**src/rtl/mw_pkg.sv**
```systemverilog
`timescale 1ns/1ps
package mw_pkg;
  localparam int MW_CTRL_W = 8;

  typedef enum logic [1:0] {
    ST_IDLE,
    ST_SETUP,
    ST_XFER,
    ST_END
  } mw_state_e;
endpackage

```
**src/rtl/mw_fifo.sv**
```systemverilog
`timescale 1ns/1ps
module mw_fifo #(
  parameter int W     = 8,
  parameter int DEPTH = 4,
  localparam int CW   = $clog2(DEPTH + 1)
) (
  input  logic          clk_i,
  input  logic          rst_ni,
  input  logic          push_i,
  input  logic [W-1:0]  data_i,
  input  logic          pop_i,
  output logic [W-1:0]  data_o,
  output logic [CW-1:0] count_o
);
  localparam int AW = (DEPTH > 1) ? $clog2(DEPTH) : 1;

  logic [W-1:0]  mem_q [DEPTH];
  logic [AW-1:0] wr_q, rd_q;
  logic [CW-1:0] cnt_q;

  function automatic logic [AW-1:0] nxt(input logic [AW-1:0] p);
    return (p == AW'(DEPTH - 1)) ? '0 : p + AW'(1);
  endfunction

  always_ff @(posedge clk_i) begin
    if (push_i) mem_q[wr_q] <= data_i;
  end

  always_ff @(posedge clk_i or negedge rst_ni) begin
    if (!rst_ni) begin
      wr_q  <= '0;
      rd_q  <= '0;
      cnt_q <= '0;
    end else begin
      if (push_i) wr_q <= nxt(wr_q);
      if (pop_i)  rd_q <= nxt(rd_q);
      case ({push_i, pop_i})
        2'b10:   cnt_q <= cnt_q + CW'(1);
        2'b01:   cnt_q <= cnt_q - CW'(1);
        default: cnt_q <= cnt_q;
      endcase
    end
  end

  assign data_o  = mem_q[rd_q];
  assign count_o = cnt_q;

  AST_NO_OVERFLOW: assert property (@(posedge clk_i) disable iff (!rst_ni)
    push_i && !pop_i |-> cnt_q != CW'(DEPTH));
  AST_NO_UNDERFLOW: assert property (@(posedge clk_i) disable iff (!rst_ni)
    pop_i |-> cnt_q != '0);
endmodule

```
**src/rtl/mw_sck_gen.sv**
```systemverilog
`timescale 1ns/1ps
module mw_sck_gen #(
  parameter int DIV_W = 8
) (
  input  logic             clk_i,
  input  logic             rst_ni,
  input  logic             en_i,
  input  logic [DIV_W-1:0] half_i,
  output logic             phase_o,
  output logic             rise_o,
  output logic             fall_o
);
  logic [DIV_W-1:0] cnt_q;
  logic             phase_q;
  logic             tick;

  assign tick    = en_i && (cnt_q == half_i - DIV_W'(1));
  assign rise_o  = tick && !phase_q;
  assign fall_o  = tick && phase_q;
  assign phase_o = phase_q;

  always_ff @(posedge clk_i or negedge rst_ni) begin
    if (!rst_ni) begin
      cnt_q   <= '0;
      phase_q <= 1'b0;
    end else if (!en_i) begin
      cnt_q   <= '0;
      phase_q <= 1'b0;
    end else if (tick) begin
      cnt_q   <= '0;
      phase_q <= !phase_q;
    end else begin
      cnt_q <= cnt_q + DIV_W'(1);
    end
  end
endmodule

```
**src/rtl/mw_engine.sv**
```systemverilog
`timescale 1ns/1ps
module mw_engine
  import mw_pkg::*;
#(
  parameter int RESP_MAX = 16,
  parameter int DIV_W    = 8,
  parameter int LEN_W    = 5,
  parameter int FREE_W   = 3
) (
  input  logic                clk_i,
  input  logic                rst_ni,
  input  logic                cont_i,
  input  logic [DIV_W-1:0]    div_i,
  input  logic [LEN_W-1:0]    len_i,
  input  logic                tx_valid_i,
  input  logic [MW_CTRL_W-1:0] tx_data_i,
  output logic                tx_pop_o,
  input  logic [FREE_W-1:0]   rx_free_i,
  output logic                rx_push_o,
  output logic [RESP_MAX-1:0] rx_word_o,
  input  logic                miso_i,
  input  logic                rise_i,
  input  logic                fall_i,
  input  logic                phase_i,
  output logic                clk_en_o,
  output logic [DIV_W-1:0]    half_o,
  output logic                cs_no,
  output logic                sck_o,
  output logic                mosi_o
);
  localparam int BIT_W = $clog2(MW_CTRL_W + RESP_MAX + 2);
  localparam logic [BIT_W-1:0] FIRST_RX = BIT_W'(MW_CTRL_W + 1);

  mw_state_e             state_q;
  logic                  cs_q, clk_en_q, setup_q, last_q, push_q;
  logic [DIV_W-1:0]      half_q;
  logic [LEN_W-1:0]      len_q;
  logic [MW_CTRL_W-1:0]  sh_tx_q;
  logic [RESP_MAX-1:0]   sh_rx_q, word_q;
  logic [BIT_W-1:0]      bit_q;

  logic [DIV_W-1:0] half_raw, eff_half;
  logic [LEN_W-1:0] eff_len;
  logic [BIT_W-1:0] last_idx;
  logic             start, chain;

  assign half_raw = div_i >> 1;
  assign eff_half = (half_raw == '0) ? DIV_W'(1) : half_raw;
  assign eff_len  = (len_i < LEN_W'(4)) ? LEN_W'(4) :
                    (len_i > LEN_W'(RESP_MAX)) ? LEN_W'(RESP_MAX) : len_i;
  assign last_idx = FIRST_RX + BIT_W'(len_q);

  // a push still in flight occupies one entry
  assign start = (state_q == ST_IDLE) && tx_valid_i && (rx_free_i > FREE_W'(push_q));
  assign chain = (state_q == ST_XFER) && fall_i && last_q && cont_i && tx_valid_i &&
                 (rx_free_i >= FREE_W'(2));
  assign tx_pop_o = start || chain;

  always_ff @(posedge clk_i or negedge rst_ni) begin
    if (!rst_ni) begin
      state_q  <= ST_IDLE;
      cs_q     <= 1'b1;
      clk_en_q <= 1'b0;
      setup_q  <= 1'b0;
      last_q   <= 1'b0;
      push_q   <= 1'b0;
      half_q   <= DIV_W'(1);
      len_q    <= LEN_W'(4);
      sh_tx_q  <= '0;
      sh_rx_q  <= '0;
      word_q   <= '0;
      bit_q    <= '0;
    end else begin
      push_q <= 1'b0;
      case (state_q)
        ST_IDLE: if (start) begin
          cs_q     <= 1'b0;
          clk_en_q <= 1'b1;
          half_q   <= eff_half;
          len_q    <= eff_len;
          sh_tx_q  <= tx_data_i;
          sh_rx_q  <= '0;
          bit_q    <= '0;
          setup_q  <= 1'b0;
          last_q   <= 1'b0;
          state_q  <= ST_SETUP;
        end
        ST_SETUP: if (fall_i) begin
          if (setup_q) state_q <= ST_XFER;
          else         setup_q <= 1'b1;
        end
        ST_XFER: begin
          if (rise_i) begin
            bit_q <= bit_q + BIT_W'(1);
            if (bit_q >= FIRST_RX)
              sh_rx_q <= {sh_rx_q[RESP_MAX-2:0], miso_i};
            if (bit_q + BIT_W'(1) == last_idx) last_q <= 1'b1;
          end
          if (fall_i) begin
            if (last_q) begin
              if (chain) begin
                push_q  <= 1'b1;
                word_q  <= sh_rx_q;
                sh_tx_q <= tx_data_i;
                sh_rx_q <= '0;
                bit_q   <= '0;
                last_q  <= 1'b0;
                len_q   <= eff_len;
              end else begin
                state_q <= ST_END;
              end
            end else begin
              sh_tx_q <= {sh_tx_q[MW_CTRL_W-2:0], 1'b0};
            end
          end
        end
        ST_END: if (rise_i) begin
          cs_q     <= 1'b1;
          clk_en_q <= 1'b0;
          push_q   <= 1'b1;
          word_q   <= sh_rx_q;
          state_q  <= ST_IDLE;
        end
        default: state_q <= ST_IDLE;
      endcase
    end
  end

  assign clk_en_o  = clk_en_q;
  assign half_o    = half_q;
  assign cs_no     = cs_q;
  assign sck_o     = phase_i && (state_q == ST_XFER);
  assign mosi_o    = sh_tx_q[MW_CTRL_W-1];
  assign rx_push_o = push_q;
  assign rx_word_o = word_q;

  // spacing monitors for the timing assertions
  logic [15:0] gap_q, since_q;
  logic        seen_q;
  always_ff @(posedge clk_i or negedge rst_ni) begin
    if (!rst_ni) begin
      gap_q   <= '0;
      since_q <= '0;
      seen_q  <= 1'b0;
    end else begin
      gap_q <= (state_q == ST_IDLE) ? '0 : ((gap_q == '1) ? gap_q : gap_q + 16'd1);
      if (rise_i && state_q == ST_XFER) begin
        since_q <= '0;
        seen_q  <= 1'b1;
      end else begin
        since_q <= (since_q == '1) ? since_q : since_q + 16'd1;
        if (state_q == ST_IDLE) seen_q <= 1'b0;
      end
    end
  end

  AST_SCK_IDLE: assert property (@(posedge clk_i) disable iff (!rst_ni)
    cs_no |-> !sck_o);
  AST_MOSI_STABLE: assert property (@(posedge clk_i) disable iff (!rst_ni)
    sck_o |-> $stable(mosi_o));
  AST_SETUP_GAP: assert property (@(posedge clk_i) disable iff (!rst_ni)
    (rise_i && state_q == ST_XFER && !seen_q) |-> (32'(gap_q) >= 32'(half_q) * 4));
  AST_CS_HOLD: assert property (@(posedge clk_i) disable iff (!rst_ni)
    (rise_i && state_q == ST_END) |-> (32'(since_q) + 1 >= 32'(half_q) * 2));
  AST_CONT_KEEP_CS: assert property (@(posedge clk_i) disable iff (!rst_ni)
    chain |=> !cs_no);
endmodule

```
**src/rtl/mw_master.sv**
```systemverilog
`timescale 1ns/1ps
module mw_master
  import mw_pkg::*;
#(
  parameter int TX_DEPTH = 4,
  parameter int RX_DEPTH = 4,
  parameter int RESP_MAX = 16,
  parameter int DIV_W    = 8,
  localparam int LEN_W   = $clog2(RESP_MAX + 1)
) (
  input  logic                clk_i,
  input  logic                rst_ni,
  input  logic                cont_i,
  input  logic [DIV_W-1:0]    div_i,
  input  logic [LEN_W-1:0]    len_i,
  input  logic                tx_valid_i,
  input  logic [7:0]          tx_data_i,
  output logic                tx_ready_o,
  output logic                rx_valid_o,
  output logic [RESP_MAX-1:0] rx_data_o,
  input  logic                rx_ready_i,
  output logic                sck_o,
  output logic                cs_no,
  output logic                mosi_o,
  input  logic                miso_i
);
  localparam int TCW = $clog2(TX_DEPTH + 1);
  localparam int RCW = $clog2(RX_DEPTH + 1);

  logic [TCW-1:0]       tx_cnt;
  logic [RCW-1:0]       rx_cnt, rx_free;
  logic [7:0]           tx_head;
  logic                 tx_pop, rx_push, clk_en, phase, rise, fall;
  logic [RESP_MAX-1:0]  rx_word;
  logic [DIV_W-1:0]     half;

  assign tx_ready_o = tx_cnt != TCW'(TX_DEPTH);
  assign rx_valid_o = rx_cnt != '0;
  assign rx_free    = RCW'(RX_DEPTH) - rx_cnt;

  mw_fifo #(.W(8), .DEPTH(TX_DEPTH)) u_tx_fifo (
    .clk_i, .rst_ni,
    .push_i (tx_valid_i && tx_ready_o),
    .data_i (tx_data_i),
    .pop_i  (tx_pop),
    .data_o (tx_head),
    .count_o(tx_cnt)
  );

  mw_fifo #(.W(RESP_MAX), .DEPTH(RX_DEPTH)) u_rx_fifo (
    .clk_i, .rst_ni,
    .push_i (rx_push),
    .data_i (rx_word),
    .pop_i  (rx_valid_o && rx_ready_i),
    .data_o (rx_data_o),
    .count_o(rx_cnt)
  );

  mw_sck_gen #(.DIV_W(DIV_W)) u_sck_gen (
    .clk_i, .rst_ni,
    .en_i   (clk_en),
    .half_i (half),
    .phase_o(phase),
    .rise_o (rise),
    .fall_o (fall)
  );

  mw_engine #(.RESP_MAX(RESP_MAX), .DIV_W(DIV_W), .LEN_W(LEN_W), .FREE_W(RCW)) u_engine (
    .clk_i, .rst_ni,
    .cont_i, .div_i, .len_i,
    .tx_valid_i(tx_cnt != '0),
    .tx_data_i (tx_head),
    .tx_pop_o  (tx_pop),
    .rx_free_i (rx_free),
    .rx_push_o (rx_push),
    .rx_word_o (rx_word),
    .miso_i,
    .rise_i    (rise),
    .fall_i    (fall),
    .phase_i   (phase),
    .clk_en_o  (clk_en),
    .half_o    (half),
    .cs_no, .sck_o, .mosi_o
  );
endmodule

```
**config.mk**
```make
export PLATFORM = sky130hd
export DESIGN_NAME = mw_master
export DESIGN_NICKNAME = d
export VERILOG_FILES = /design/src/rtl/mw_pkg.sv /design/src/rtl/mw_fifo.sv /design/src/rtl/mw_sck_gen.sv /design/src/rtl/mw_engine.sv /design/src/rtl/mw_master.sv
export SDC_FILE = /design/constraint.sdc
export NUM_CORES = 1
export LEC_CHECK = 0
export ABC_AREA = 1
export BUFFER_PORTS_ARGS = -buffer_cell sky130_fd_sc_hd__buf_2
export CORE_ASPECT_RATIO = 0.7
export CORE_MARGIN = 10
export CORE_UTILIZATION = 50
export CTS_CLUSTER_SIZE = 25
export DETAILED_ROUTE_END_ITERATION = 6
export PLACE_DENSITY = 0.67
export SETUP_SLACK_MARGIN = 0.4
export SLEW_MARGIN = 10
export SYNTH_ARGS = -nofsm -noshare
export SYNTH_HDL_FRONTEND = slang
export SYNTH_SLANG_ARGS = --single-unit
```
**constraint.sdc**
```tcl
create_clock -name clk_i -period 6.9 [get_ports clk_i]
set_input_delay 1.38 -clock clk_i [delete_from_list [all_inputs] [get_ports clk_i]]
set_output_delay 1.38 -clock clk_i [all_outputs]
set_load 0.05 [all_outputs]
```
==> metrics.json, run 1 <==
{
  "outcome": {"value": "finished clean"},
  "floorplan.initialDensity": {"value": 51.5, "unit": "%"},
  "total_power": {"value": 3350, "unit": "uW"},
  "via_count": {"value": 5723},
  "flow.area_growth_from_synthesis": {"value": 11.6, "unit": "%"},
  "yosys.cell_types.count": {"value": 40},
  "required": {"value": 5.52, "unit": "ns"},
  "cts_root_buffer": {"value": "sky130_fd_sc_hd__clkbuf_16"},
  "firstDrtPassIters": {"value": 7},
  "worstPathCellList": {"value": "buf_4 -> inv_1 -> o21ai_0 -> o22ai_1 -> buf_2"},
  "synth_async_sr_flop_share": {"value": 47.5, "unit": "%"},
  "timing.max_slew.rel_slack": {"value": 34.6, "unit": "%"},
  "nets": {"value": 946},
  "antenna_cells": {"value": 0},
  "worst_setup_path_end_kind": {"value": "output port"},
  "maximum_capacitance_violations": {"value": 0},
  "post_dp_cell_area": {"value": 0.00892, "unit": "mm^2"},
  "critPathLaunchType": {"value": "flip-flop"},
  "synth_ff_type": {"value": "sky130_fd_sc_hd__edfxtp_1"},
  "wirelength": {"value": 16400, "unit": "um"},
  "std_cell_rows": {"value": 39},
  "vias_per_cell": {"value": 5.07},
  "timing.final.setup_violations": {"value": 0},
  "cts_hold_repair.buffers": {"value": 0},
  "core_area": {"value": 0.0165, "unit": "mm^2"},
  "syn_nets": {"value": 905},
  "final.period_utilization": {"value": 56.7, "unit": "%"},
  "final-max-slew-violation-count": {"value": 0},
  "worst-path-max-fanout": {"value": 35},
  "grt_overflow_total": {"value": 0},
  "grt_pass1_vias": {"value": 5427},
  "multiInputGateArea": {"value": 0.00301, "unit": "mm^2"},
  "avgSynthCellArea": {"value": 10.0, "unit": "um^2"},
  "post_route_cells_drive_above_1_share": {"value": 13.1, "unit": "%"},
  "post_cts.resized_instances": {"value": 0},
  "cts_post_setup_buffers_inserted": {"value": 0},
  "wl_per_cell": {"value": 14.5, "unit": "um"},
  "max_stage_delay": {"value": 0.75, "unit": "ns"},
  "yosysWarningCount": {"value": 0},
  "crit_buf_inv": {"value": 3},
  "worst_skew_pair.late_latency": {"value": 0.43, "unit": "ns"},
  "clock_sink_count": {"value": 183},
  "antenna_found_initial": {"value": 0},
  "cts_htree_levels": {"value": 4},
  "grtUsageTotal": {"value": 15.1, "unit": "%"},
  "hold_path_class": {"value": "flip-flop to flip-flop"},
  "critPathArrivalTime": {"value": 2.53, "unit": "ns"},
  "cp_slowest_cell": {"value": "sky130_fd_sc_hd__inv_1"},
  "synth-edff-count": {"value": 96},
  "design.die.area": {"value": 0.0228, "unit": "mm^2"},
  "power_leakage": {"value": 0.00407, "unit": "uW"},
  "finalWeightedCongestion": {"value": 0.809},
  "clock_path_buffers": {"value": 2},
  "syn_area": {"value": 0.00852, "unit": "mm^2"},
  "timing_worst_slew_pin_value": {"value": 0.979, "unit": "ns"},
  "numPortBuffers": {"value": 46},
  "detailedPlacementHpwl": {"value": 10800, "unit": "um"},
  "synth_cells": {"value": 850},
  "grt_start_max_net_pins": {"value": 46},
  "fillerInstances": {"value": 1400},
  "hold_viol_final": {"value": 0},
  "pwr_dens": {"value": 352, "unit": "mW/mm^2"},
  "min_period": {"value": 3.91, "unit": "ns"},
  "detailedRoute.firstIterationViolations": {"value": 558},
  "drt_drc_violations_left": {"value": 0},
  "fin_skew": {"value": 0.00998, "unit": "ns"},
  "ioPinCount": {"value": 48},
  "cts-buffers-inserted": {"value": 17},
  "tritoncts_clock_tree": {"value": "yes"},
  "achievable-frequency": {"value": 255, "unit": "MHz"},
  "synth_seq_area_share": {"value": 59.4, "unit": "%"},
  "antenna_violating_nets_post_route": {"value": 0},
  "total_negative_setup_slacks": {"value": 0, "unit": "ns"},
  "ir_drop": {"value": 0.245, "unit": "mV"},
  "synth-seq-cells": {"value": 183},
  "worst_path_dominant_cell_family": {"value": "buffers and inverters"},
  "grt_setup_unrepaired": {"value": "no"},
  "critical_path_start_end_classification": {"value": "flip-flop to output port"},
  "vertical_die_dimension": {"value": 129, "unit": "um"},
  "grt_pass1_wl": {"value": 27900, "unit": "um"},
  "ff_latch_area": {"value": 0.00506, "unit": "mm^2"},
  "post-route-cell-area": {"value": 0.00952, "unit": "mm^2"},
  "clk_pin_slew_worst_paths": {"value": 0.07, "unit": "ns"},
  "die_x": {"value": 176, "unit": "um"}
}
[layer usage]
layer	track usage, %	part of all wire [%]	up-vias
met2	21.7	43	93
met5	0	0	-
met4	3.78	0.66	0
met3	4.03	4.3	8
met1	22.2	52	2677
li1	-	-	2945
[report_power, final]
group,switching [uW],total (uW),internal (uW)
registers,98.4,1370,1270
logic,714,1020,302
clock network,474,965,491
total,1290,3350,2060
[worst paths after layout]
check                                                       from                                to  slack (ns)  depth (start not counted)
worst max-delay path               u_rx_fifo.rd_q[0]$_DFFE_PN0P_                      rx_data_o[2]        2.99                          5
worst min-delay path            u_rx_fifo.count_o[0]$_DFFE_PN0P_  u_rx_fifo.count_o[0]$_DFFE_PN0P_        0.47                          1
worst max register to register  u_rx_fifo.count_o[0]$_DFFE_PN0P_  u_tx_fifo.count_o[2]$_DFFE_PN0P_        3.59                         15
worst min register to register  u_rx_fifo.count_o[0]$_DFFE_PN0P_  u_rx_fifo.count_o[0]$_DFFE_PN0P_        0.47                          1
max in group asynchronous                                 rst_ni  u_engine.sh_rx_q[11]$_DFFE_PN0P_        4.98                          2
min in group asynchronous                                 rst_ni     u_tx_fifo.wr_q[1]$_DFFE_PN0P_        0.95                          1
[placed cells by master, fill, tap and decap left out, types with 6 or more instances in the layout]
master                      Yosys  routed
sky130_fd_sc_hd__nor2_1        73      73
sky130_fd_sc_hd__inv_8          0       6
sky130_fd_sc_hd__a21oi_1       22      22
sky130_fd_sc_hd__dfrtp_1       84      84
sky130_fd_sc_hd__xnor2_1       12      12
sky130_fd_sc_hd__buf_2          1      45
sky130_fd_sc_hd__clkbuf_16      0      17
sky130_fd_sc_hd__o21ai_0       89      89
sky130_fd_sc_hd__o21ai_1        9       9
sky130_fd_sc_hd__inv_1         80      80
sky130_fd_sc_hd__nand3_1       26      26
sky130_fd_sc_hd__nand2_1      204     204
sky130_fd_sc_hd__xor2_1        11      11
sky130_fd_sc_hd__o21ai_2       10      10
sky130_fd_sc_hd__edfxtp_1      96      96
sky130_fd_sc_hd__ha_1          26      26
sky130_fd_sc_hd__o22ai_1       32      32
sky130_fd_sc_hd__a32o_1         7       7
[logic make-up (layout without fill, tap and decap cells)]
family	Yosys count	after routing	synth area share (%)
flip-flops	183	183	59.4
XOR/XNOR	23	23	2.36
AND/OR/NAND/NOR	334	334	17.1
AO/OA/AOI/OAI	171	171	11.5
adder cells (fa/ha/maj)	28	28	4.29
buffers and inverters	111	165	5.34
[metrics by stage]
step / hold slack [ns] / utilization (%) / std cells / setup slack [ns]
after floorplan: 0.442 / - / 850 / 3.79
after global placement: 0.456 / 53.9 / 1097 / 3.48
after detailed placement: 0.458 / 53.9 / 1097 / 3.44
after CTS: 0.477 / 57.5 / 1129 / 2.98
after global routing: 0.502 / 57.5 / 1129 / 2.75
final: 0.475 / 57.5 / 1129 / 2.99
[sequential cells by signal, indices dropped and copies added, names as in the netlist, 5 cells and up]
| register | count |
|---|---|
| u_engine.len_q | 5 |
| u_engine.rx_word_o | 16 |
| u_engine.sh_rx_q | 16 |
| u_rx_fifo.mem_q | 64 |
| u_engine.bit_q | 5 |
| u_engine.half_o | 7 |
| u_tx_fifo.mem_q | 32 |
| u_engine.sh_tx_q | 8 |
| u_sck_gen.cnt_q | 8 |
[final cells by class]
cell class                      instances  area share [%]
Clock buffer                           17            4.47
Clock inverter                         15            1.79
Inverter                               84            3.31
Multi-Input combinational cell        556            31.6
Sequential cell                       183            53.2
Tap cell                              225            2.96
Timing Repair Buffer                   49            2.68
[cells in the mapped netlist (3+ instances only)]
library cell | number | share of area, %
sky130_fd_sc_hd__buf_6 | 5 | 0.66
sky130_fd_sc_hd__inv_2 | 3 | 0.13
sky130_fd_sc_hd__ha_1 | 26 | 3.8
sky130_fd_sc_hd__nand2_1 | 204 | 9.0
sky130_fd_sc_hd__o21ai_0 | 89 | 5.2
sky130_fd_sc_hd__o22ai_1 | 32 | 2.3
sky130_fd_sc_hd__or2_2 | 4 | 0.29
sky130_fd_sc_hd__xnor2_1 | 12 | 1.2
sky130_fd_sc_hd__o21ai_2 | 10 | 1.0
sky130_fd_sc_hd__nand2_4 | 3 | 0.40
sky130_fd_sc_hd__dfrtp_1 | 84 | 25
sky130_fd_sc_hd__nand3_1 | 26 | 1.5
sky130_fd_sc_hd__a32o_1 | 7 | 0.82
sky130_fd_sc_hd__o21ai_1 | 9 | 0.53
sky130_fd_sc_hd__nor2_1 | 73 | 3.2
sky130_fd_sc_hd__nor3_1 | 4 | 0.23
sky130_fd_sc_hd__inv_1 | 80 | 3.5
sky130_fd_sc_hd__nor2_4 | 3 | 0.40
sky130_fd_sc_hd__dfstp_2 | 3 | 0.92
sky130_fd_sc_hd__clkbuf_1 | 21 | 0.92
sky130_fd_sc_hd__xor2_1 | 11 | 1.1
sky130_fd_sc_hd__a21oi_1 | 22 | 1.3
sky130_fd_sc_hd__edfxtp_1 | 96 | 34
(Power assumes the default switching activity.)
==> run 2, diff against run 1 <==
==> constraint.sdc (replaced) <==
create_clock -name clk_i -period 4.07 [get_ports clk_i]
set_input_delay 0.814 -clock clk_i [delete_from_list [all_inputs] [get_ports clk_i]]
set_output_delay 0.814 -clock clk_i [all_outputs]
set_load 0.05 [all_outputs]
==> metrics.json, run 2 (same netlist as run 1, synthesis figures left out) <==
{
  "outcome": {"value": "finished clean", "change": "unchanged"},
  "hold_viol_final": {"value": 0, "change": "unchanged"},
  "finalWeightedCongestion": {"value": 0.812, "change": "was 0.809"},
  "final-max-slew-violation-count": {"value": 0, "change": "unchanged"},
  "clock_sink_count": {"value": 183, "change": "unchanged"},
  "post_route_cells_drive_above_1_share": {"value": 13.0, "unit": "%", "change": "was 13.1%"},
  "instances_no_fill": {"value": 1131, "change": "was 1129"},
  "wl_per_cell": {"value": 14.8, "unit": "um", "change": "was 14.5 um"},
  "design.die.area": {"value": 0.0228, "unit": "mm^2", "change": "unchanged"},
  "firstDrtPassIters": {"value": 5, "change": "was 7"},
  "worst_setup_path_end_kind": {"value": "output port", "change": "unchanged"},
  "timing_worst_slew_pin_value": {"value": 0.983, "unit": "ns", "change": "was 0.979 ns"},
  "grtUsageTotal": {"value": 15.1, "unit": "%", "change": "about the same"},
  "nets": {"value": 948, "change": "was 946"},
  "most_frequent_standard_cell_in_the_layout_excluding_fill_and_tap_cells": {"value": "sky130_fd_sc_hd__nand2_1", "change": "unchanged"},
  "tritoncts_clock_tree": {"value": "yes", "change": "unchanged"},
  "antenna_cells": {"value": 0, "change": "unchanged"},
  "pwr_dens": {"value": 596, "unit": "mW/mm^2", "change": "was 352 mW/mm^2"},
  "required": {"value": 3.26, "unit": "ns", "change": "was 5.52 ns"},
  "detailedPlacementHpwl": {"value": 11000, "unit": "um", "change": "was 10800 um"},
  "register_ranked_first_by_flip_flop_count": {"value": "u_rx_fifo.mem_q", "change": "unchanged"},
  "antenna_violating_nets_post_route": {"value": 0, "change": "unchanged"},
  "grt_overflow_total": {"value": 0, "change": "unchanged"},
  "numPortBuffers": {"value": 46, "change": "unchanged"},
  "final.period_utilization": {"value": 76.4, "unit": "%"},
  "wirelength": {"value": 16700, "unit": "um", "change": "was 16400 um"},
  "critPathArrivalTime": {"value": 2.30, "unit": "ns", "change": "was 2.53 ns"},
  "min_period": {"value": 3.11, "unit": "ns"},
  "timing.final.setup_violations": {"value": 0, "change": "unchanged"},
  "leading_cell_types_in_the_layout_fill_and_taps_excluded": {"value": "204 x sky130_fd_sc_hd__nand2_1, 96 x sky130_fd_sc_hd__edfxtp_1, 89 x sky130_fd_sc_hd__o21ai_0, 84 x sky130_fd_sc_hd__dfrtp_1, 80 x sky130_fd_sc_hd__inv_1", "change": "unchanged"},
  "flow.area_growth_from_synthesis": {"value": 11.6, "unit": "%", "change": "about the same"},
  "vertical_die_dimension": {"value": 129, "unit": "um", "change": "unchanged"},
  "maximum_capacitance_violations": {"value": 0, "change": "unchanged"},
  "total_power": {"value": 5670, "unit": "uW", "change": "was 3350 uW"},
  "worst_skew_pair.late_latency": {"value": 0.43, "unit": "ns", "change": "about the same"},
  "total_negative_setup_slacks": {"value": 0, "unit": "ns", "change": "unchanged"},
  "ir_drop": {"value": 0.461, "unit": "mV", "change": "was 0.245 mV"},
  "power_leakage": {"value": 0.00407, "unit": "uW", "change": "about the same"},
  "vias_per_cell": {"value": 5.09, "change": "was 5.07"},
  "fin_skew": {"value": 0.0130, "unit": "ns", "change": "was 0.00998 ns"},
  "detailedRoute.firstIterationViolations": {"value": 523, "change": "was 558"},
  "clk_pin_slew_worst_paths": {"value": 0.07, "unit": "ns", "change": "about the same"},
  "post_cts.resized_instances": {"value": 0, "change": "unchanged"},
  "grt_pass1_wl": {"value": 28000, "unit": "um", "change": "was 27900 um"},
  "grt_setup_unrepaired": {"value": "no", "change": "unchanged"},
  "die_x": {"value": 176, "unit": "um", "change": "unchanged"},
  "timing.max_slew.rel_slack": {"value": 34.4, "unit": "%", "change": "was 34.6%"},
  "critPathLaunchType": {"value": "flip-flop", "change": "unchanged"},
  "multiInputGateArea": {"value": 0.00301, "unit": "mm^2", "change": "unchanged"},
  "layout_top_registers": {"value": "u_rx_fifo.mem_q x64, u_tx_fifo.mem_q x32", "change": "unchanged"},
  "placed_cells_incl_taps": {"value": 1099, "change": "was 1097"},
  "grt_start_max_net_pins": {"value": 74, "change": "was 46"},
  "cts_root_buffer": {"value": "sky130_fd_sc_hd__clkbuf_16", "change": "unchanged"},
  "via_count": {"value": 5758, "change": "was 5723"},
  "cts_htree_levels": {"value": 4, "change": "unchanged"},
  "achievable-frequency": {"value": 322, "unit": "MHz"},
  "ff_latch_area": {"value": 0.00506, "unit": "mm^2", "change": "unchanged"},
  "core_util_final": {"value": 57.5, "unit": "%", "change": "about the same"},
  "fillerInstances": {"value": 1399, "change": "was 1400"},
  "worst-path-max-fanout": {"value": 18, "change": "was 35"},
  "antenna_found_initial": {"value": 0, "change": "unchanged"},
  "clock_path_buffers": {"value": 2, "change": "unchanged"},
  "cts_post_setup_buffers_inserted": {"value": 0, "change": "unchanged"},
  "ioPinCount": {"value": 48, "change": "unchanged"},
  "cts_hold_repair.buffers": {"value": 0, "change": "unchanged"},
  "critical_path_start_end_classification": {"value": "flip-flop to output port", "change": "unchanged"},
  "drt_drc_violations_left": {"value": 0, "change": "unchanged"},
  "cts-buffers-inserted": {"value": 17, "change": "unchanged"},
  "grt_pass1_vias": {"value": 5483, "change": "was 5427"},
  "core_area": {"value": 0.0165, "unit": "mm^2", "change": "unchanged"},
  "number_of_flip_flops_under_the_largest_register_name": {"value": 64, "change": "unchanged"},
  "std_cell_rows": {"value": 39, "change": "unchanged"},
  "floorplan.initialDensity": {"value": 51.5, "unit": "%", "change": "unchanged"},
  "hold_path_class": {"value": "flip-flop to flip-flop", "change": "unchanged"}
}
run 2: stage by stage:
step                      setup WS, ns  area, um^2  hold slack [ns]
after global placement            1.14        8940            0.458
final                            0.960        9510            0.472
after detailed placement          1.05        8940            0.462
after global routing             0.791        9510            0.497
after CTS                        0.972        9510            0.476
after floorplan                   1.37        8520            0.442
run 2: where the power goes:
| part | internal, uW | leakage (uW) | switching, uW |
|---|---|---|---|
| clock | 868 | 0.000270 | 751 |
| combinational | 515 | 0.00173 | 1210 |
| sequential | 2150 | 0.00207 | 171 |
run 2: layer usage:
| layer | share of wire, % | GRT usage, % |
|---|---|---|
| met4 | 0.73 | 4.62 |
| met2 | 43 | 22.0 |
| met5 | 0 | 0 |
| met1 | 53 | 22.2 |
| met3 | 3.9 | 3.11 |
run 2: final timing paths:
| kind | to | from | cells past startpoint | slack (ns) |
|---|---|---|---|---|
| max | rx_data_o[13] | u_rx_fifo.rd_q[1]$_DFFE_PN0P_ | 4 | 0.96 |
| min | u_engine.sh_tx_q[7]$_DFFE_PN0P_ | u_engine.sh_tx_q[7]$_DFFE_PN0P_ | 2 | 0.47 |
| max reg2reg | u_tx_fifo.count_o[2]$_DFFE_PN0P_ | u_engine.half_o[0]$_DFFE_PN1P_ | 14 | 1.05 |
| min reg2reg | u_engine.sh_tx_q[7]$_DFFE_PN0P_ | u_engine.sh_tx_q[7]$_DFFE_PN0P_ | 2 | 0.47 |
| max in group asynchronous | u_engine.setup_q$_DFFE_PN0P_ | rst_ni | 2 | 2.72 |
| min in group asynchronous | u_engine.sh_tx_q[1]$_DFFE_PN0P_ | rst_ni | 1 | 0.53 |
run 2: final cells by class:
cell class	instances	share of cell area [%]
clock buffer	20	4.59
sequential	183	53.2
multi-input combinational	556	31.6
tap	225	2.96
timing repair buffer	51	2.84
inverter	84	3.32
clock inverter	12	1.45
run 2: worst max-delay path, stage by stage (launching register included):
cell and delay (ns):
sky130_fd_sc_hd__dfrtp_1 0.61, sky130_fd_sc_hd__inv_1 0.48, sky130_fd_sc_hd__o21ai_0 0.17, sky130_fd_sc_hd__o22ai_1 0.27, sky130_fd_sc_hd__buf_2 0.33
==> run 3, diff against run 2 <==
==> constraint.sdc (replaced) <==
create_clock -name clk_i -period 3 [get_ports clk_i]
set_input_delay 0.6 -clock clk_i [delete_from_list [all_inputs] [get_ports clk_i]]
set_output_delay 0.6 -clock clk_i [all_outputs]
set_load 0.05 [all_outputs]
==> metrics.json, run 3 (same netlist as run 1, synthesis figures left out) <==
{
  "timing.rr.end": {"value": "u_tx_fifo.count_o[2]$_DFFE_PN0P_", "change": "unchanged"},
  "antenna_cells": {"value": 0, "change": "unchanged"},
  "ir_drop": {"value": 0.678, "unit": "mV", "change": "was 0.461 mV"},
  "fin_skew": {"value": 0.0225, "unit": "ns", "change": "was 0.0130 ns"},
  "instances_no_fill": {"value": 1149, "change": "was 1131"},
  "worst_skew_pair.late_latency": {"value": 0.44, "unit": "ns", "change": "was 0.43 ns"},
  "post-route-cell-area": {"value": 0.00976, "unit": "mm^2", "change": "was 0.00951 mm^2"},
  "clock_sink_count": {"value": 183, "change": "unchanged"},
  "hold_viol_final": {"value": 0, "change": "unchanged"},
  "core_area": {"value": 0.0165, "unit": "mm^2", "change": "unchanged"},
  "power_leakage": {"value": 0.00417, "unit": "uW", "change": "was 0.00407 uW"},
  "max_stage_delay": {"value": 0.37, "unit": "ns", "change": "was 0.61 ns"},
  "timing.max_slew.rel_slack": {"value": 42.8, "unit": "%", "change": "was 34.4%"},
  "grt_setup_unrepaired": {"value": "yes", "change": "was no"},
  "detailedRoute.firstIterationViolations": {"value": 535, "change": "was 523"},
  "number_of_flip_flops_under_the_largest_register_name": {"value": 64, "change": "unchanged"},
  "firstDrtPassIters": {"value": 5, "change": "unchanged"},
  "design.die.area": {"value": 0.0228, "unit": "mm^2", "change": "unchanged"},
  "timing_worst_slew_pin_value": {"value": 0.855, "unit": "ns", "change": "was 0.983 ns"},
  "timing.final.setup_violations": {"value": 0, "change": "unchanged"},
  "detailedPlacementHpwl": {"value": 11100, "unit": "um", "change": "was 11000 um"},
  "grt_pass1_vias": {"value": 5514, "change": "was 5483"},
  "finalWeightedCongestion": {"value": 0.808, "change": "was 0.812"},
  "achievable-frequency": {"value": 397, "unit": "MHz"},
  "layout_top_registers": {"value": "u_rx_fifo.mem_q x64, u_tx_fifo.mem_q x32", "change": "unchanged"},
  "total_negative_setup_slacks": {"value": 0, "unit": "ns", "change": "unchanged"},
  "grt_overflow_total": {"value": 0, "change": "unchanged"},
  "cts_hold_repair.buffers": {"value": 0, "change": "unchanged"},
  "clock_path_buffers": {"value": 2, "change": "unchanged"},
  "critical_path_start_end_classification": {"value": "flip-flop to flip-flop", "change": "was flip-flop to output port"},
  "critPathArrivalTime": {"value": 2.84, "unit": "ns", "change": "was 2.30 ns"},
  "outcome": {"value": "finished clean", "change": "unchanged"},
  "pwr_dens": {"value": 811, "unit": "mW/mm^2", "change": "was 596 mW/mm^2"},
  "post_dp_cell_area": {"value": 0.00901, "unit": "mm^2", "change": "was 0.00894 mm^2"},
  "grt_start_max_net_pins": {"value": 45, "change": "was 74"},
  "antenna_violating_nets_post_route": {"value": 0, "change": "unchanged"},
  "worst-path-max-fanout": {"value": 4, "change": "was 18"},
  "clk_pin_slew_worst_paths": {"value": 0.07, "unit": "ns", "change": "about the same"},
  "final-max-slew-violation-count": {"value": 0, "change": "unchanged"},
  "worst_setup_path_end_kind": {"value": "flip-flop", "change": "was output port"},
  "wl_per_cell": {"value": 15.1, "unit": "um", "change": "was 14.8 um"},
  "cts_root_buffer": {"value": "sky130_fd_sc_hd__clkbuf_16", "change": "unchanged"},
  "cts-buffers-inserted": {"value": 17, "change": "unchanged"},
  "register_ranked_first_by_flip_flop_count": {"value": "u_rx_fifo.mem_q", "change": "unchanged"},
  "cp_slowest_cell": {"value": "sky130_fd_sc_hd__dfrtp_1", "change": "unchanged"},
  "path_common_cell": {"value": "sky130_fd_sc_hd__ha_1"},
  "numPortBuffers": {"value": 46, "change": "unchanged"},
  "most_frequent_standard_cell_in_the_layout_excluding_fill_and_tap_cells": {"value": "sky130_fd_sc_hd__nand2_1", "change": "unchanged"},
  "antenna_found_initial": {"value": 0, "change": "unchanged"},
  "hold_path_class": {"value": "input pin to asynchronous set/reset pin", "change": "was flip-flop to flip-flop"},
  "floorplan.initialDensity": {"value": 51.5, "unit": "%", "change": "unchanged"},
  "final.period_utilization": {"value": 83.9, "unit": "%"},
  "wirelength": {"value": 17400, "unit": "um", "change": "was 16700 um"},
  "reg2reg_from": {"value": "u_rx_fifo.count_o[0]$_DFFE_PN0P_", "change": "was u_engine.half_o[0]$_DFFE_PN1P_"},
  "hold_ws": {"value": 0.167, "unit": "ns", "change": "was 0.472 ns"},
  "cts_htree_levels": {"value": 4, "change": "unchanged"},
  "die_x": {"value": 176, "unit": "um", "change": "unchanged"},
  "vertical_die_dimension": {"value": 129, "unit": "um", "change": "unchanged"},
  "nets": {"value": 966, "change": "was 948"},
  "grt_pass1_wl": {"value": 28400, "unit": "um", "change": "was 28000 um"},
  "required": {"value": 3.33, "unit": "ns", "change": "was 3.26 ns"},
  "via_count": {"value": 5903, "change": "was 5758"},
  "placed_cells_incl_taps": {"value": 1105, "change": "was 1099"},
  "core_util_final": {"value": 59.0, "unit": "%", "change": "was 57.5%"},
  "reg2reg_setup_slack": {"value": 0.48, "unit": "ns", "change": "was 1.05 ns"},
  "worstPathCellList": {"value": "inv_2 -> ha_1 -> ha_1 -> inv_1 -> nor2_1 -> nand2_1 -> nand3_2 -> inv_2 -> nand4_4 -> nand2_4 -> ha_1 -> inv_1 -> fa_2 -> a21oi_1 -> o21ai_1 -> xnor2_1", "change": "was inv_1 -> o21ai_0 -> o22ai_1 -> buf_2"},
  "maximum_capacitance_violations": {"value": 0, "change": "unchanged"},
  "std_cell_rows": {"value": 39, "change": "unchanged"},
  "ioPinCount": {"value": 48, "change": "unchanged"},
  "grtUsageTotal": {"value": 15.4, "unit": "%", "change": "was 15.1%"},
  "critPathLaunchType": {"value": "flip-flop", "change": "unchanged"},
  "drt_drc_violations_left": {"value": 0, "change": "unchanged"},
  "leading_cell_types_in_the_layout_fill_and_taps_excluded": {"value": "203 x sky130_fd_sc_hd__nand2_1, 96 x sky130_fd_sc_hd__edfxtp_1, 88 x sky130_fd_sc_hd__o21ai_0, 84 x sky130_fd_sc_hd__dfrtp_1, 76 x sky130_fd_sc_hd__inv_1", "change": "was 204 x sky130_fd_sc_hd__nand2_1, 96 x sky130_fd_sc_hd__edfxtp_1, 89 x sky130_fd_sc_hd__o21ai_0, 84 x sky130_fd_sc_hd__dfrtp_1, 80 x sky130_fd_sc_hd__inv_1"},
  "vias_per_cell": {"value": 5.14, "change": "was 5.09"},
  "worst_reg_to_reg_path_cell_count": {"value": 16, "change": "was 14"},
  "tritoncts_clock_tree": {"value": "yes", "change": "unchanged"},
  "flow.area_growth_from_synthesis": {"value": 14.5, "unit": "%", "change": "was 11.6%"},
  "min_period": {"value": 2.52, "unit": "ns"},
  "post_route_cells_drive_above_1_share": {"value": 16.0, "unit": "%", "change": "was 13.0%"}
}
-- run 3: cell types whose count changed in the layout (fill, tap and decap cells not counted), sizes merged --
cell,change
clkinv,+3
buf,+16
inv,-1
bufinv,+1
clkbuf,-2
nand3,+1
-- run 3: area by class of cell --
| cell class | instances | area, um^2 |
|---|---|---|
| Clock buffer | 17 | 425 |
| Clock inverter | 15 | 188 |
| Fill cell | 1377 | 6780 |
| Inverter | 84 | 319 |
| Multi-Input combinational cell | 557 | 3060 |
| Sequential cell | 183 | 5060 |
| Tap cell | 225 | 282 |
| Timing Repair Buffer | 68 | 420 |
-- run 3: how the worst max path moves through the flow --
stage                                     startpoint                          endpoint  slack, ns  depth (start not counted)
global placement    u_rx_fifo.count_o[0]$_DFFE_PN0P_  u_tx_fifo.count_o[2]$_DFFE_PN0P_       0.25                         16
CTS                   u_engine.half_o[0]$_DFFE_PN1P_  u_tx_fifo.count_o[2]$_DFFE_PN0P_       0.41                         13
finish              u_rx_fifo.count_o[0]$_DFFE_PN0P_  u_tx_fifo.count_o[2]$_DFFE_PN0P_       0.48                         16
detailed placement  u_rx_fifo.count_o[0]$_DFFE_PN0P_  u_tx_fifo.count_o[2]$_DFFE_PN0P_       0.17                         16
global route          u_engine.half_o[0]$_DFFE_PN1P_  u_tx_fifo.count_o[2]$_DFFE_PN0P_       0.31                         15
floorplan             u_engine.half_o[0]$_DFFE_PN1P_  u_tx_fifo.count_o[2]$_DFFE_PN0P_       0.40                         15
-- run 3: power by group --
part | total [uW] | internal [uW] | switching (uW) | leakage [uW]
logic | 2520 | 774 | 1740 | 0.00180
registers | 3100 | 2920 | 180 | 0.00207
clock network | 2300 | 1260 | 1030 | 0.000295
total | 7910 | 4960 | 2950 | 0.00417
-- run 3: routing by layer --
metal	track usage, %	wire length (um)
met5	0	0
met1	23.1	8820
met3	4.38	1030
met4	3.23	89
met2	21.4	7430
-- run 3: through the flow --
step	total power, uW	setup slack (ns)
5_1_grt	8380	0.308
2_1_floorplan	4980	0.402
4_1_cts	7910	0.414
6_report	7910	0.482
3_5_place_dp	5570	0.175
3_3_place_gp	5540	0.246
-- run 3: timing repair --
action,CTS,global route
endpoints found under the setup margin,3,39
pin swaps,5,6
cloned,0,1
gates resized for setup,7,8
setup buffers,5,6
-- run 3: critical path, delay by kind of cell, from the launching register on --
kind                       cells  cell delay [ns]
DFF                            1             0.37
adders and majority gates      4             0.94
and+or+nand+nor                5             0.46
buffers and inverters          4             0.27
xor gates and xnor gates       1             0.13
AOI/OAI and AO/OA              2             0.24
